[config.mk]
export PLATFORM = sky130hd
export DESIGN_NAME = cmx_unit
export DESIGN_NICKNAME = d
export VERILOG_FILES = /design/src/rtl/cmx_pkg.sv /design/src/rtl/cmx_walker.sv /design/src/rtl/cmx_tally.sv /design/src/rtl/cmx_unit.sv
export SDC_FILE = /design/constraint.sdc
export NUM_CORES = 1
export LEC_CHECK = 0
export BUFFER_PORTS_ARGS = -buffer_cell sky130_fd_sc_hd__buf_2
export CAP_MARGIN = 20
export CORE_ASPECT_RATIO = 0.9
export CORE_UTILIZATION = 45
export CTS_BUF_LIST = sky130_fd_sc_hd__clkbuf_4
export DETAILED_ROUTE_END_ITERATION = 7
export HOLD_SLACK_MARGIN = 0.15
export PLACE_DENSITY = 0.78
export SKIP_LAST_GASP = 1
export SYNTH_ARGS = -nofsm -noshare
export SYNTH_HDL_FRONTEND = slang
export SYNTH_SLANG_ARGS = --single-unit
[constraint.sdc]
create_clock -name clk -period 4.6 [get_ports clk]
set_clock_uncertainty 0.05 [all_clocks]
set_input_delay 0.46 -clock clk [delete_from_list [all_inputs] [get_ports clk]]
set_output_delay 0.46 -clock clk [all_outputs]
set_load 0.05 [all_outputs]
[src/rtl/cmx_pkg.sv]
package cmx_pkg;
  typedef enum logic {
    CMX_COMPRESS = 1'b0,
    CMX_EXPAND   = 1'b1
  } cmx_mode_e;
endpackage

[src/rtl/cmx_walker.sv]
module cmx_walker
  import cmx_pkg::*;
#(
  parameter int MAXVL = 64,
  parameter int IDXW  = $clog2(MAXVL),
  parameter int LENW  = $clog2(MAXVL + 1)
) (
  input  logic             clk,
  input  logic             rst,
  input  logic             load,
  input  logic [LENW-1:0]  vl_in,
  input  logic [MAXVL-1:0] mask_in,
  input  cmx_mode_e        mode_in,
  output logic             active,
  output logic [IDXW-1:0]  idx,
  output logic             bit_now,
  output logic             last,
  output logic             empty_load,
  output logic [LENW-1:0]  len_q,
  output cmx_mode_e        mode_q
);
  localparam logic [LENW-1:0] MAXLEN = LENW'(MAXVL);

  logic [MAXVL-1:0] mask_q;
  logic [LENW-1:0]  len_eff;

  assign len_eff    = (vl_in > MAXLEN) ? MAXLEN : vl_in;
  assign empty_load = load && (len_eff == '0);
  assign bit_now    = mask_q[idx];
  assign last       = (({1'b0, idx} + LENW'(1)) == len_q);

  always_ff @(posedge clk) begin
    if (rst) begin
      active <= 1'b0;
      idx    <= '0;
      len_q  <= '0;
      mask_q <= '0;
      mode_q <= CMX_COMPRESS;
    end else if (load) begin
      len_q  <= len_eff;
      mask_q <= mask_in;
      mode_q <= mode_in;
      idx    <= '0;
      active <= (len_eff != '0);
    end else if (active) begin
      if (last) active <= 1'b0;
      else      idx    <= idx + IDXW'(1);
    end
  end

  assert_idx_below_len_R7: assert property (@(posedge clk) disable iff (rst)
    active |-> ({1'b0, idx} < len_q));
endmodule

[src/rtl/cmx_tally.sv]
module cmx_tally #(
  parameter int LENW = 7
) (
  input  logic            clk,
  input  logic            rst,
  input  logic            clear,
  input  logic            bump,
  output logic [LENW-1:0] tally
);
  always_ff @(posedge clk) begin
    if (rst || clear) tally <= '0;
    else if (bump)    tally <= tally + LENW'(1);
  end

  assert_tally_grows_R4: assert property (@(posedge clk) disable iff (rst)
    (!clear) |=> (tally >= $past(tally)));
endmodule

[src/rtl/cmx_unit.sv]
module cmx_unit
  import cmx_pkg::*;
#(
  parameter int DW    = 64,
  parameter int MAXVL = 64,
  parameter int IDXW  = $clog2(MAXVL),
  parameter int LENW  = $clog2(MAXVL + 1)
) (
  input  logic             clk,
  input  logic             rst,
  input  logic             start,
  input  logic             mode,
  input  logic [LENW-1:0]  vl,
  input  logic [MAXVL-1:0] mask,
  output logic             busy,
  output logic             src_rd_en,
  output logic [IDXW-1:0]  src_rd_idx,
  input  logic [DW-1:0]    src_rd_data,
  output logic             dst_we,
  output logic [IDXW-1:0]  dst_widx,
  output logic [DW-1:0]    dst_wdata,
  output logic             done,
  output logic [LENW-1:0]  count
);
  logic            accept;
  logic            w_active, w_bit, w_last, w_empty;
  logic [IDXW-1:0] w_idx;
  logic [LENW-1:0] w_len;
  cmx_mode_e       w_mode;
  logic [LENW-1:0] tally;
  logic            step_rd;
  logic [IDXW-1:0] wr_idx_next;
  logic            pend_q, tail_q;
  logic [IDXW-1:0] pend_idx_q;

  assign busy   = w_active | pend_q | tail_q;
  assign accept = start & ~busy;

  cmx_walker #(.MAXVL(MAXVL), .IDXW(IDXW), .LENW(LENW)) u_walker (
    .clk(clk), .rst(rst), .load(accept), .vl_in(vl), .mask_in(mask),
    .mode_in(cmx_mode_e'(mode)), .active(w_active), .idx(w_idx),
    .bit_now(w_bit), .last(w_last), .empty_load(w_empty),
    .len_q(w_len), .mode_q(w_mode)
  );

  assign step_rd = w_active & w_bit;

  cmx_tally #(.LENW(LENW)) u_tally (
    .clk(clk), .rst(rst), .clear(accept), .bump(step_rd), .tally(tally)
  );

  // packed-side index comes from the tally, sparse-side from the walker
  assign src_rd_en   = step_rd;
  assign src_rd_idx  = (w_mode == CMX_EXPAND) ? tally[IDXW-1:0] : w_idx;
  assign wr_idx_next = (w_mode == CMX_EXPAND) ? w_idx : tally[IDXW-1:0];

  always_ff @(posedge clk) begin
    if (rst) begin
      pend_q     <= 1'b0;
      pend_idx_q <= '0;
      tail_q     <= 1'b0;
      dst_we     <= 1'b0;
      dst_widx   <= '0;
      dst_wdata  <= '0;
      done       <= 1'b0;
      count      <= '0;
    end else begin
      pend_q     <= step_rd;
      pend_idx_q <= wr_idx_next;
      tail_q     <= (w_active & w_last) | w_empty;
      dst_we     <= pend_q;
      if (pend_q) begin
        dst_widx  <= pend_idx_q;
        dst_wdata <= src_rd_data;
      end
      done <= tail_q;
      if (tail_q) count <= tally;
    end
  end

  assert_rd_in_range_R7: assert property (@(posedge clk) disable iff (rst)
    src_rd_en |-> ({1'b0, src_rd_idx} < w_len));
  assert_wr_in_range_R7: assert property (@(posedge clk) disable iff (rst)
    dst_we |-> ({1'b0, dst_widx} < w_len));
  assert_done_pulse_R8: assert property (@(posedge clk) disable iff (rst)
    done |=> !done);
  assert_count_bound_R4: assert property (@(posedge clk) disable iff (rst)
    done |-> (count <= w_len));
endmodule

Yosys cells after proc, flatten, opt, wreduce, memory -nomap -nowiden
Cells that the tools add are included.

operators by class
  reductions and logical operators = 6
  multiplexer cells = 8
  equality and inequality tests = 1
  $add $sub $neg = 3
  bitwise logic cells = 8
  magnitude comparators = 2

operator list
  kind                 number
  $mux 6               2
  $add 6x1->7 const B  1
  $add 7x1->7 const B  1
  $eq 7x7->1           1
  $gt 7x7->1 const B   1
  $logic_not 7->1      1
  $lt 6x7->1 const B   1
  $mux 7               1
  $reduce_bool 7->1    1
  $add 6x1->6 const B  1
  $bmux 1 s6           1
  $mux 1               4
  $and 1x1->1          3
  $or 1x1->1           3
  $not 1->1            2
  $reduce_and 2->1     1
  $reduce_or 2->1      1
  $logic_and 1x1->1    1
  $logic_or 1x1->1     1

storage, ports and cells
  output and inout port bits = 87
  flip-flop bits (word level) = 173
  input port bits = 139

Longest topological paths before layout
  depth in word-level cells = 6
  gate-level depth with buffers = 11
  mapped depth without buffers = 8

Cells and area by module
Synthesis repeated with hierarchy kept, for this count alone.

second synthesis, totals
  cells, all modules = 674
  area total of the unflattened synthesis = 7059.3 um^2

by module, submodules not included
  module      instances  cells each  area each (um^2)
  cmx_walker  1          353         3595.9
  cmx_unit    1          288         3160.5
  cmx_tally   1          33          302.8

Worst setup path after synthesis
No wires, ideal clock.

  path type = register -> output
  from = register u_walker.idx[1]
  to = output port src_rd_en
  path buffers = 2
  setup slack = 2.151 ns
  arrival time = 1.939 ns
  stages on the path, launching flop included = 9
  path through = dfxtp_1 > buf_4 > mux4_2 > mux2_2 > o221ai_1 > nand3_1 > a22oi_2 > buf_6 > inv_2

on the way
  cells in the longest elaborated chain, start to end = 3

RTL lines
  element                       line              RTL
  start, declared               cmx_walker.sv:15  output logic [IDXW-1:0] idx,
  start signal, assigned        cmx_walker.sv:47  else idx <= idx + IDXW'(1);
  $bmux 1 s6                    cmx_walker.sv:29  assign bit_now = mask_q[idx];
  $mux 1 (implied by the code)  cmx_walker.sv:29
  $and 1x1->1                   cmx_unit.sv:46    assign step_rd = w_active & w_bit;
  end, declared                 cmx_unit.sv:16    output logic src_rd_en,

Every way passes these cells. The select of a mux whose other input is x is not followed.

Worst setup path in the final report
Same ends and word-level chain as after synthesis.

==> out/results.txt <==
Total die area: 0.0160 mm²
Ys async rst share: 0
Post-CTS Setup Inserts: 0
Wire length per cell: 14.9 µm
Num CTS Buffers: 17
Final setup violating endpoints: 0
GRT overflow: 0
Crit Path Category: reg2out
Max-slew violations: 0
Tcrit/Tclk final: 0.860
DP Wirelength: 12.1 mm
DIE WIDTH: 133 µm
Drt pass-1 iters: 5
Initial antenna violation count: 1
# IOs: 226
Initial DRC count: 412
Nets: 1237
LEAKAGE: 4.02 nW
CP Launch Type: register
Clock transition at path regs: 0.13 ns
Routed Antenna Nets: 0
Hold Path Class: reg2reg
Synthesis-to-layout area growth: 40.2%
P per Cell Area: 284 mW/mm²
I/O Buffers: 225
Worst-Margin Slew: 1.03 ns
Row Count: 42
Syn nets: 908
Arr. time, crit path: 3.44 ns
CP required: 4.09 ns
RSZ-0062 raised after global routing: no
Syn avg cell area: 9.08 µm²
Die Ht: 120 µm
Gate count after technology mapping: 767
Placer congestion estimate: 0.796
Synth Warn #: 0
Routed wire length: 19.5 mm
Core box area: 0.0149 mm²
CP Max Fanout: 20
Mapped Area: 0.00696 mm²
CP Capture Type: primary output
GRT Util Overall: 0.249
Max-cap viol count: 0
Min Tclk post-route: 3.95 ns
Post-CTS Resized: 0
Initial Util: 0.467
Post-synth EDFFs: 0
IR drop worst, VDD: 208 µV
Synthesized flop and latch total: 173
Pin count of the biggest net entering global routing: 80
Peak Freq: 253 MHz
Clock Tree Buf Depth: 2
Layout cells sized above 1: 0.259
Vias per Instance: 5.02
Fill count: 1189
Via Count: 6567
Top_reg_cell synth: dfxtp_1
CTS root buf: clkbuf_4
Number of global-route vias before repair: 6465
CTS Sinks: 173
First-pass GRT wire length: 31.4 mm
Clk Latency, worst-skew pair: 0.55 ns
Post-synthesis sequential area ratio: 0.497
Slew HR: 0.315
Outcome: finished, final reports clean
DRC Markers: 0
Final hold vios: 0
Core Util, Final: 0.654
Distinct cells, synth: 42
Fin Setup TNS: 0 ns
CTS tree: yes
Htree depth: 4
[Yosys cell counts (2+ instances only)]
master	instances	share of area
buf_2	7	0.0050
xor2_1	5	0.0063
o211ai_1	2	0.0022
xnor2_1	3	0.0038
clkbuf_1	41	0.022
nor2b_1	2	0.0018
o2111ai_1	3	0.0038
nand3_1	7	0.0050
o21ai_0	14	0.010
or3_1	10	0.0090
buf_1	8	0.0043
inv_1	4	0.0022
mux4_2	11	0.036
nand2_1	149	0.080
mux2_2	6	0.0097
nand4_1	4	0.0036
dfxtp_1	173	0.50
mux2i_1	98	0.14
buf_6	2	0.0032
and2_1	3	0.0027
nor3_1	3	0.0022
a21oi_1	85	0.061
nor2_1	97	0.052
ha_1	2	0.0036
nand3b_1	11	0.012
[what timing repair did]
action                                  in CTS  in global routing
hold endpoints to repair                   136                  0
hold buffers                               136                  0
endpoints found under the setup margin       0                  0
[critical path, cell delays in order (launching register included)]
cell and delay (ns):
dfxtp_1 0.96, mux4_2 0.60, mux2_2 0.27, o221ai_1 0.17, nand3_1 0.14, a22oi_2 0.40, inv_2 0.12, buf_2 0.24
[placed cells by master, fill, tap and decap left out, types with 5 or more instances in the layout]
cell and n:
buf_4 8, mux2_2 6, dlygate4sd3_1 136, xor2_1 5
buf_2 224, nor2_1 97, nand2_1 148, clkbuf_4 21
mux2i_1 98, o21ai_0 14, or3_1 10, nand3_1 7
mux4_2 11, nand3b_1 11, a21oi_1 85, dfxtp_1 172
[flip-flops by register name, summed over array words and instances, names as in the netlist]
name / count
u_walker.mask_q: 64
pend_q: 1
dst_we: 1
dst_wdata: 64
u_walker.idx: 6
done: 1
tail_q: 1
u_walker.len_q: 7
u_walker.active: 1
pend_idx_q: 6
count: 7
dst_widx: 6
u_walker.mode_q: 1
u_tally.tally: 7
[layer usage]
| layer | GRT usage | share of wire | vias up | wire length (µm) |
|---|---|---|---|---|
| li1 | - | - | 3259 | - |
| met1 | 0.308 | 0.43 | 3055 | 8470 |
| met2 | 0.420 | 0.49 | 223 | 9480 |
| met3 | 0.0613 | 0.060 | 30 | 1180 |
| met4 | 0.0881 | 0.020 | 0 | 399 |
| met5 | 0 | 0 | - | 0 |
[cells by family (layout without fill, tap and decap cells)]
logic type / count (synthesis) / after routing / share of synthesized area
AO/OA/AOI/OAI: 114 / 114 / 0.0904
XOR/XNOR: 8 / 8 / 0.0101
adder cells (fa/ha/maj): 2 / 2 / 0.00359
multiplexers: 115 / 115 / 0.186
AND/OR/NAND/NOR: 291 / 291 / 0.174
flip-flops: 173 / 173 / 0.497
other: 0 / 1 / 0
buffers and inverters: 64 / 406 / 0.0385
[path summary, 6_finish.rpt]
path / slack (ns) / startpoint / cells after the start / to
worst min-delay path: 0.41 / u_walker.mask_q[28] / 2 / u_walker.mask_q[28]
worst min register to register: 0.41 / u_walker.mask_q[28] / 2 / u_walker.mask_q[28]
worst max register to register: 1.34 / u_walker.idx[2] / 8 / u_walker.idx[5]
worst max-delay path: 0.65 / u_walker.idx[1] / 7 / src_rd_en
[cell type report]
cell class	instances	area (µm²)	area share
flip-flops and latches	173	3470	0.355
inverters	5	18.8	0.00192
clock buffers	21	158	0.0161
well taps	198	248	0.0254
clock inverters	11	72.6	0.00743
repair buffers	369	2560	0.262
multi-input cells	530	3240	0.331
diodes	1	2.50	0.000256
[power breakdown]
group          internal (mW)  switching [mW]
clock                  0.234           0.510
combinational          0.206           0.218
sequential              1.55          0.0499
total                   1.99           0.778
[per-stage QoR]
step	setup slack, ns	cells	area [µm²]	power, mW	hold WS (ns)
3_5_place_dp	1.22	1138	8150	1.96	0.397
3_3_place_gp	1.27	1138	8150	1.96	0.392
4_1_cts	0.567	1306	9740	2.78	0.392
6_report	0.646	1308	9760	2.77	0.414
5_1_grt	0.357	1308	9760	2.89	0.409
2_1_floorplan	2.15	767	6960	1.85	0.383
Note: power is estimated with default switching activity, not from simulation.
